## src/rtl/lpm_pkg.sv

```systemverilog
package lpm_pkg;
    typedef enum logic [2:0] {
        ST_IDLE        = 3'd0,
        ST_BOTH_LOCKED = 3'd1,
        ST_SPLIT       = 3'd2,
        ST_BOTH_FREE   = 3'd3,
        ST_FAULT       = 3'd4
    } lpm_state_e;

    typedef enum logic [1:0] {
        PAIR_LOCKED = 2'd0,
        PAIR_MIXED  = 2'd1,
        PAIR_FREE   = 2'd2
    } pair_class_e;
endpackage

```

## src/rtl/lpm_classify.sv

```systemverilog
module lpm_classify
    import lpm_pkg::*;
(
    input  logic        lock_a,
    input  logic        lock_b,
    output pair_class_e cls
);
    always_comb begin
        unique case ({lock_a, lock_b})
            2'b11:          cls = PAIR_LOCKED;
            2'b00:          cls = PAIR_FREE;
            2'b01, 2'b10:   cls = PAIR_MIXED;
            default:        cls = PAIR_MIXED;
        endcase
    end
endmodule

```

## src/rtl/lpm_timeout.sv

```systemverilog
module lpm_timeout #(
    parameter int TIMEOUT_TICKS = 10
) (
    input  logic clk,
    input  logic rst,
    input  logic run,
    input  logic tick,
    output logic expired
);
    localparam int CW = $clog2(TIMEOUT_TICKS + 1);
    localparam logic [CW-1:0] LIMIT = CW'(TIMEOUT_TICKS);

    logic [CW-1:0] count;

    always_ff @(posedge clk) begin
        if (rst || !run) begin
            count <= '0;
        end else if (tick && count != LIMIT) begin
            count <= count + 1'b1;
        end
    end

    assign expired = run && tick && (count == LIMIT);


    tick_advance_chk: assert property (@(posedge clk) disable iff (rst)
        (run && tick && count != LIMIT) |=> (count == $past(count) + 1'b1));


    idle_hold_chk: assert property (@(posedge clk) disable iff (rst)
        (run && !tick) |=> (count == $past(count)));
endmodule

```

## src/rtl/lock_pair_monitor.sv

```systemverilog
module lock_pair_monitor
    import lpm_pkg::*;
#(
    parameter int TIMEOUT_TICKS = 10
) (
    input  logic       clk,
    input  logic       rst,
    input  logic       tick,
    input  logic       lock_a,
    input  logic       lock_b,
    output logic [2:0] mode,
    output logic       fault
);
    pair_class_e cls;
    lpm_state_e  state_q;
    lpm_state_e  state_d;
    logic        split_run;
    logic        expired;

    lpm_classify u_cls (
        .lock_a (lock_a),
        .lock_b (lock_b),
        .cls    (cls)
    );

    assign split_run = (state_q == ST_SPLIT);

    lpm_timeout #(.TIMEOUT_TICKS(TIMEOUT_TICKS)) u_tmo (
        .clk     (clk),
        .rst     (rst),
        .run     (split_run),
        .tick    (tick),
        .expired (expired)
    );

    function automatic lpm_state_e settle_or_diverge(input pair_class_e c);
        unique case (c)
            PAIR_LOCKED: return ST_BOTH_LOCKED;
            PAIR_FREE:   return ST_BOTH_FREE;
            default:     return ST_SPLIT;
        endcase
    endfunction

    always_comb begin
        state_d = state_q;
        unique case (state_q)
            ST_IDLE, ST_BOTH_LOCKED, ST_BOTH_FREE: begin
                state_d = settle_or_diverge(cls);
            end
            ST_SPLIT: begin
                if (cls == PAIR_MIXED) begin
                    state_d = expired ? ST_FAULT : ST_SPLIT;
                end else begin
                    state_d = settle_or_diverge(cls);
                end
            end
            ST_FAULT: begin
                if (cls == PAIR_MIXED) begin
                    state_d = ST_FAULT;
                end else begin
                    state_d = settle_or_diverge(cls);
                end
            end
            default: state_d = ST_IDLE;
        endcase
    end

    always_ff @(posedge clk) begin
        if (rst) begin
            state_q <= ST_IDLE;
        end else begin
            state_q <= state_d;
        end
    end

    always_comb begin
        mode  = state_q;
        fault = (state_q == ST_FAULT);
    end


    both_locked_chk: assert property (@(posedge clk) disable iff (rst)
        (lock_a && lock_b) |=> (mode == 3'd1));


    both_free_chk: assert property (@(posedge clk) disable iff (rst)
        (!lock_a && !lock_b) |=> (mode == 3'd3));


    split_cause_chk: assert property (@(posedge clk) disable iff (rst)
        (mode == 3'd2) |-> $past(lock_a != lock_b));


    fault_hold_chk: assert property (@(posedge clk) disable iff (rst)
        (mode == 3'd4 && lock_a != lock_b) |=> (mode == 3'd4));


    fault_entry_chk: assert property (@(posedge clk) disable iff (rst)
        (mode == 3'd4 && $past(mode) != 3'd4) |-> ($past(mode) == 3'd2 && $past(tick)));


    fault_flag_chk: assert property (@(posedge clk) disable iff (rst)
        fault == (mode == 3'd4));
endmodule

```

## config.mk

```make
export PLATFORM = sky130hd
export DESIGN_NAME = lock_pair_monitor
export DESIGN_NICKNAME = d
export VERILOG_FILES = /design/src/rtl/lpm_pkg.sv /design/src/rtl/lpm_classify.sv /design/src/rtl/lpm_timeout.sv /design/src/rtl/lock_pair_monitor.sv
export SDC_FILE = /design/constraint.sdc
export NUM_CORES = 1
export LEC_CHECK = 0
export BUFFER_PORTS_ARGS = -buffer_cell sky130_fd_sc_hd__buf_2
export CORE_AREA = 2 2 39 41
export DETAILED_ROUTE_END_ITERATION = 16
export DIE_AREA = 0 0 41 43
export PLACE_DENSITY = 0.47
export SETUP_SLACK_MARGIN = 0.05
export SLEW_MARGIN = 25
export SYNTH_ARGS = -nofsm -noshare
export SYNTH_HDL_FRONTEND = slang
export SYNTH_SLANG_ARGS = --single-unit
```

## constraint.sdc

```tcl
create_clock -name clk -period 1.82 [get_ports clk]
set_input_delay 0.091 -clock clk [delete_from_list [all_inputs] [get_ports clk]]
set_output_delay 0.091 -clock clk [all_outputs]
set_load 0.005 [all_outputs]
```

==> results.yml, run 1 <==
final_layout:
  area_delta_synth_final_pct: 20.7
  final_nets: 64
  antenna_cells: 0
  drive_gt1_frac: 0.259
critical_path:
  crit_chain: "inv_1, ha_1, nand3b_4, or4_1, a21oi_1"
  worstPathArrival_ns: 1.59
  rr_startpoint: "u_tmo.count[0]"
  worstSetupEndpointType: "flop"
  crit_cells: 5
  critPathMaxFanout: 7
  endpoint: "mode[2]"
  cp_slowest_cell: "or4_1"
  max_stage_delay_ns: 0.49
  crit_type: "reg -> reg"
  required_ns: 2.00
  r2r.worst_path.cells: 5
  r2r_slack_ns: 0.42
  cp_num_buf_inv: 1
  crit-reg2reg-capture: "mode[2]"
  startpoint: "u_tmo.count[0]"
  cp-start-kind: "flop"
  path_delay_family: "simple AND/OR/NAND/NOR gates"
routing:
  wl_per_cell_um: 11.1
  vias: 344
  viasPerCell: 4.91
  wl_um: 775
  ant_nets: 0
  drt_iter0_markers: 2
  drt_first_pass_iters: 3
  drc: 0
floorplanning:
  fp.coreArea_sq_um: 1380
  io-pin-count: 9
  start_util: 0.284
  die_h_um: 43
  die_area_sq_um: 1760
  rows: 14
  die_x_um: 41
synthesis:
  synth-compound-area-share: 0.188
  synth_top_flop_cell: "dfxtp_1"
  muxShareOfSynthArea: 0
  synth_warnings: 0
  synth_cell_type_count: 21
  synth_fa_ha_area_frac: 0.127
  synth_seq_cells: 7
  synth_top_family_by_area: "simple AND/OR/NAND/NOR gates"
  synth_fp_nets: 52
  yosys.area_share.simple: 0.255
  ys_top_cells_by_count: "dfxtp_1, a21oi_1, ha_1, inv_1"
  syn_area_per_cell_sq_um: 9.14
  synth_top_area_frac: 0.357
  synthXorXnorAreaFrac: 0.0223
  yosysMostFrequentCell: "dfxtp_1"
  synth_area_sq_um: 393
  synth_area_leaders: "dfxtp_1, ha_1, a21oi_1"
  yosysTopAreaCell: "dfxtp_1"
  synth-seq-area-share: 0.357
  synth_edf_count: 0
  async_flop_share: 0
  synthCells: 43
status:
  status: "completed"
clock_network:
  post_cts_buffers: 0
  numCtsBuffers: 3
  cts_tree: "built"
  post_cts_resize_count: 0
  cts_sinks: 7
  hold_buffers: 0
  cts_root_buffer: "clkbuf_4"
  clk_pin_slew_ns: 0.05
  clk_latency_ns: 0.25
  clockBufferDepth: 2
  h-tree-depth: 1
power:
  power.density_nw_per_um2: 731
  power.leakage_uw: 0.000241
  peakVddDrop_v: 0.000303
sta:
  drv_slew: 0
  hold_viol: 0
  rsz0062_at_grt: "false"
  timing.final.crit_share: 0.772
  hold_ws_ns: 0.143
  setup_tns_ns: 0
  fin_skew_ns: 0.00381
  relSlewSlack: 0.793
  tightest_slew_ns: 0.309
  setup_violations: 0
  max_freq_mhz: 712
  post-route-min-period_ns: 1.40
hold_path:
  hp-class: "in -> reg"
  hold_path_depth: 2
  hold_path.startpoint: "tick"
placed_design:
  numPortBuffers: 8
  place_hpwl_um: 588
  gp_congestion: 0.679
global_route:
  grt_start_max_net_pins: 9
  grt_pass1_vias: 341
  grt_pass1_wl_mm: 1.34
  grt-ovfl-total: 0
  antenna_found_initial: 0
  grt_usage: 0.116
flow_run:
  cap_violations: 0
==> worst register-to-register path, cell delays in order, from the launching register on <==
cell and delay (ns):
dfxtp_1 0.32, inv_1 0.09, ha_1 0.19, nand3b_4 0.11, or4_1 0.49, a21oi_1 0.13
==> layer usage <==
| metal | GRT usage | routed length [um] | part of all wire |
|---|---|---|---|
| met1 | 0.131 | 336 | 0.43 |
| met2 | 0.175 | 390 | 0.50 |
| met3 | 0.0366 | 32 | 0.041 |
| met4 | 0.0800 | 16 | 0.021 |
| met5 | 0 | 0 | 0 |
==> worst min-delay path by stage <==
stage                     endpoint  slack (ns)
global placement    u_tmo.count[1]        0.40
floorplan                  mode[0]        0.30
CTS                 u_tmo.count[1]        0.14
finish              u_tmo.count[1]        0.14
detailed placement  u_tmo.count[1]        0.41
global route        u_tmo.count[1]        0.16
==> layout make-up <==
class	instances	area [sq um]
fill	152	910
inverter	4	15.0
timing repair buffer	8	40.0
tap	16	20.0
multi-input combinational	31	233
clock buffer	4	26.3
sequential	7	140
==> sequential cells by signal (all words and copies together) (netlist names) <==
| register | count |
|---|---|
| u_tmo.count | 4 |
| mode | 3 |
==> power breakdown <==
part / total [uW] / internal (uW) / leakage [uW] / switching (uW)
Clock: 143 / 83.8 / 0.0000150 / 59.6
Combinational: 39.1 / 18.0 / 0.000169 / 21.1
Sequential: 164 / 159 / 0.0000571 / 5.24
Total: 347 / 261 / 0.000241 / 85.9
==> placed cells by master (no fill, tap or decap) <==
master,netlist,final
o21ai_0,1,1
nor2_1,3,3
ha_1,4,4
nand3b_4,1,1
a311oi_1,1,1
inv_1,4,4
o221ai_1,1,1
a21oi_1,5,5
nand4_1,1,1
nand2_1,2,2
dfxtp_1,7,7
a22oi_1,1,1
or4_1,1,1
buf_2,1,8
a21bo_2,1,1
nand4b_1,1,1
clkbuf_1,0,1
nand3_1,1,1
nor3b_1,2,2
xor2_1,1,1
nand2b_1,3,3
clkbuf_4,0,3
a21o_2,1,1
==> through the flow <==
stage,instance area (sq um),util,instances,power (uW),setup WS [ns]
after detailed placement,448,0.324,66,207,0.446
final,474,0.343,70,347,0.415
after floorplan,393,-,43,193,0.510
after global placement,448,0.324,66,207,0.453
after global routing,474,0.343,70,374,0.332
after CTS,474,0.343,70,350,0.414
==> cells by family after synthesis <==
family	after synthesis
buf+inv	5
simple gates	15
xor+xnor	1
compound gates	11
flops	7
fa+ha+maj	4
(Power assumes the default switching activity.)
==> inputs of run 2 (changes only) <==
--- a/config.mk
+++ b/config.mk
@@ -9,7 +9,7 @@
 export CORE_AREA = 2 2 39 41
 export DETAILED_ROUTE_END_ITERATION = 16
 export DIE_AREA = 0 0 41 43
-export PLACE_DENSITY = 0.47
+export PLACE_DENSITY = 0.49
 export SETUP_SLACK_MARGIN = 0.05
 export SLEW_MARGIN = 25
 export SYNTH_ARGS = -nofsm -noshare
==> constraint.sdc (replaced) <==
create_clock -name clk -period 1.2 [get_ports clk]
set_input_delay 0.06 -clock clk [delete_from_list [all_inputs] [get_ports clk]]
set_output_delay 0.06 -clock clk [all_outputs]
set_load 0.005 [all_outputs]
==> results.yml, run 2 (same netlist as run 1, synthesis figures left out) <==
status:
  status: "completed"
routing:
  drt_first_pass_iters: 4
  wl_um: 882
  drc: 0
  ant_nets: 0
  drt_iter0_markers: 10
  vias: 376
  viasPerCell: 4.88
  wl_per_cell_um: 11.5
placed_design:
  place_hpwl_um: 622
  gp_congestion: 0.703
  placed_cells: 71
  numPortBuffers: 8
  dpl_cell_area_sq_um: 500
sta:
  hold_viol: 0
  tightest_slew_ns: 0.245
  drv_slew: 0
  rsz0062_at_grt: "true"
  setup_violations: 0
  fin_skew_ns: 0.0107
  timing.final.crit_share: 0.991
  relSlewSlack: 0.836
  post-route-min-period_ns: 1.19
  max_freq_mhz: 841
floorplanning:
  die_area_sq_um: 1760
  die_h_um: 43
  rows: 14
  fp.coreArea_sq_um: 1380
  die_x_um: 41
  io-pin-count: 9
  start_util: 0.284
global_route:
  grt_busiest_layer: "met2"
  grt_usage: 0.131
  antenna_found_initial: 0
  grt_start_max_net_pins: 9
  met2_usage: 0.191
  grt_use_met1: 0.162
  grt_pass1_vias: 353
  grt-ovfl-total: 0
  met3_usage: 0.0366
  grt_pass1_wl_mm: 1.55
clock_network:
  cts_tree: "built"
  numCtsBuffers: 3
  cts_sinks: 7
  clk_pin_slew_ns: 0.06
  clk_latency_ns: 0.26
  clockBufferDepth: 2
  cts_root_buffer: "clkbuf_4"
  h-tree-depth: 1
final_layout:
  final_nets: 71
  final_common_cell: "buf_2"
  regMostFlops: "u_tmo.count"
  stdcell_count: 77
  area_delta_synth_final_pct: 51.0
  largest_reg_flops: 4
  antenna_cells: 0
  fill_cells: 138
  drive_gt1_frac: 0.574
  final_area_sq_um: 593
  layout_common_cells: "buf_2, buf_4, dfxtp_2"
critical_path:
  crit_type: "reg -> reg"
  path_delay_family: "simple AND/OR/NAND/NOR gates"
  cp-start-kind: "flop"
  worstPathArrival_ns: 1.39
  cp_slowest_cell: "or4_4"
  critPathMaxFanout: 4
  cp_num_buf_inv: 0
  crit_chain: "nand2b_1, or4_4, a21oi_2"
  worstSetupEndpointType: "flop"
  required_ns: 1.40
  max_stage_delay_ns: 0.52
power:
  power.density_nw_per_um2: 969
  power.leakage_uw: 0.000290
  peakVddDrop_v: 0.000492
hold_path:
  hp-class: "in -> reg"
flow_run:
  cap_violations: 0
[run 2: cell types whose count changed in the layout (fill, tap and decap cells not counted), sizes merged]
cell	delta
buf	+7
[run 2: worst paths after layout]
check | start | endpoint | slack, ns | cells after the start
worst max-delay path | mode[0] | mode[2] | 0.01 | 3
worst min-delay path | tick | u_tmo.count[1] | 0.11 | 2
worst max register to register | mode[0] | mode[2] | 0.01 | 3
worst min register to register | u_tmo.count[3] | u_tmo.count[3] | 0.57 | 2
[run 2: layout make-up]
cell class / instances / area, sq um / share of cell area
repair buffers: 15 / 92.6 / 0.156
well taps: 16 / 20.0 / 0.0338
flip-flops and latches: 7 / 146 / 0.247
clock buffers: 4 / 26.3 / 0.0443
inverters: 4 / 15.0 / 0.0253
multi-input cells: 31 / 293 / 0.494
[run 2: layer usage]
| layer | share of wire | wire [um] | vias to the layer above |
|---|---|---|---|
| li1 | - | - | 191 |
| met1 | 0.44 | 391 | 169 |
| met2 | 0.47 | 411 | 12 |
| met3 | 0.054 | 48 | 4 |
| met4 | 0.034 | 30 | 0 |
| met5 | 0 | 0 | - |
[run 2: worst register-to-register path, delay by kind of cell (launching register included)]
kind,cells,cell delay (ns)
AOI/OAI and AO/OA,1,0.12
and+or+nand+nor,2,0.69
DFF,1,0.34
[run 2: report_power, final]
group | switching [uW] | internal, uW | leakage [uW]
registers | 11.1 | 243 | 0.0000590
clock network | 98.9 | 128 | 0.0000150
logic | 45.5 | 48.6 | 0.000216
total | 156 | 419 | 0.000290
[run 2: stage by stage]
step | power [uW] | worst slack (ns) | hold WS [ns] | util | setup TNS [ns]
CTS | 557 | 0.0176 | 0.112 | 0.404 | 0
global placement | 326 | -0.0127 | 0.374 | 0.362 | -0.0252
finish | 575 | 0.0103 | 0.108 | 0.429 | 0
global route | 610 | -0.0399 | 0.123 | 0.429 | -0.0519
floorplan | 295 | 0.0122 | 0.265 | - | 0
detailed placement | 327 | -0.0136 | 0.377 | 0.362 | -0.0136
[run 2: repair_timing]
item | in CTS | in global routing
setup endpoints to repair | 4 | 6
resized for setup | 4 | 8
pin swaps | 1 | 3
buffers inserted | 2 | 0
hold buffers | 0 | 0
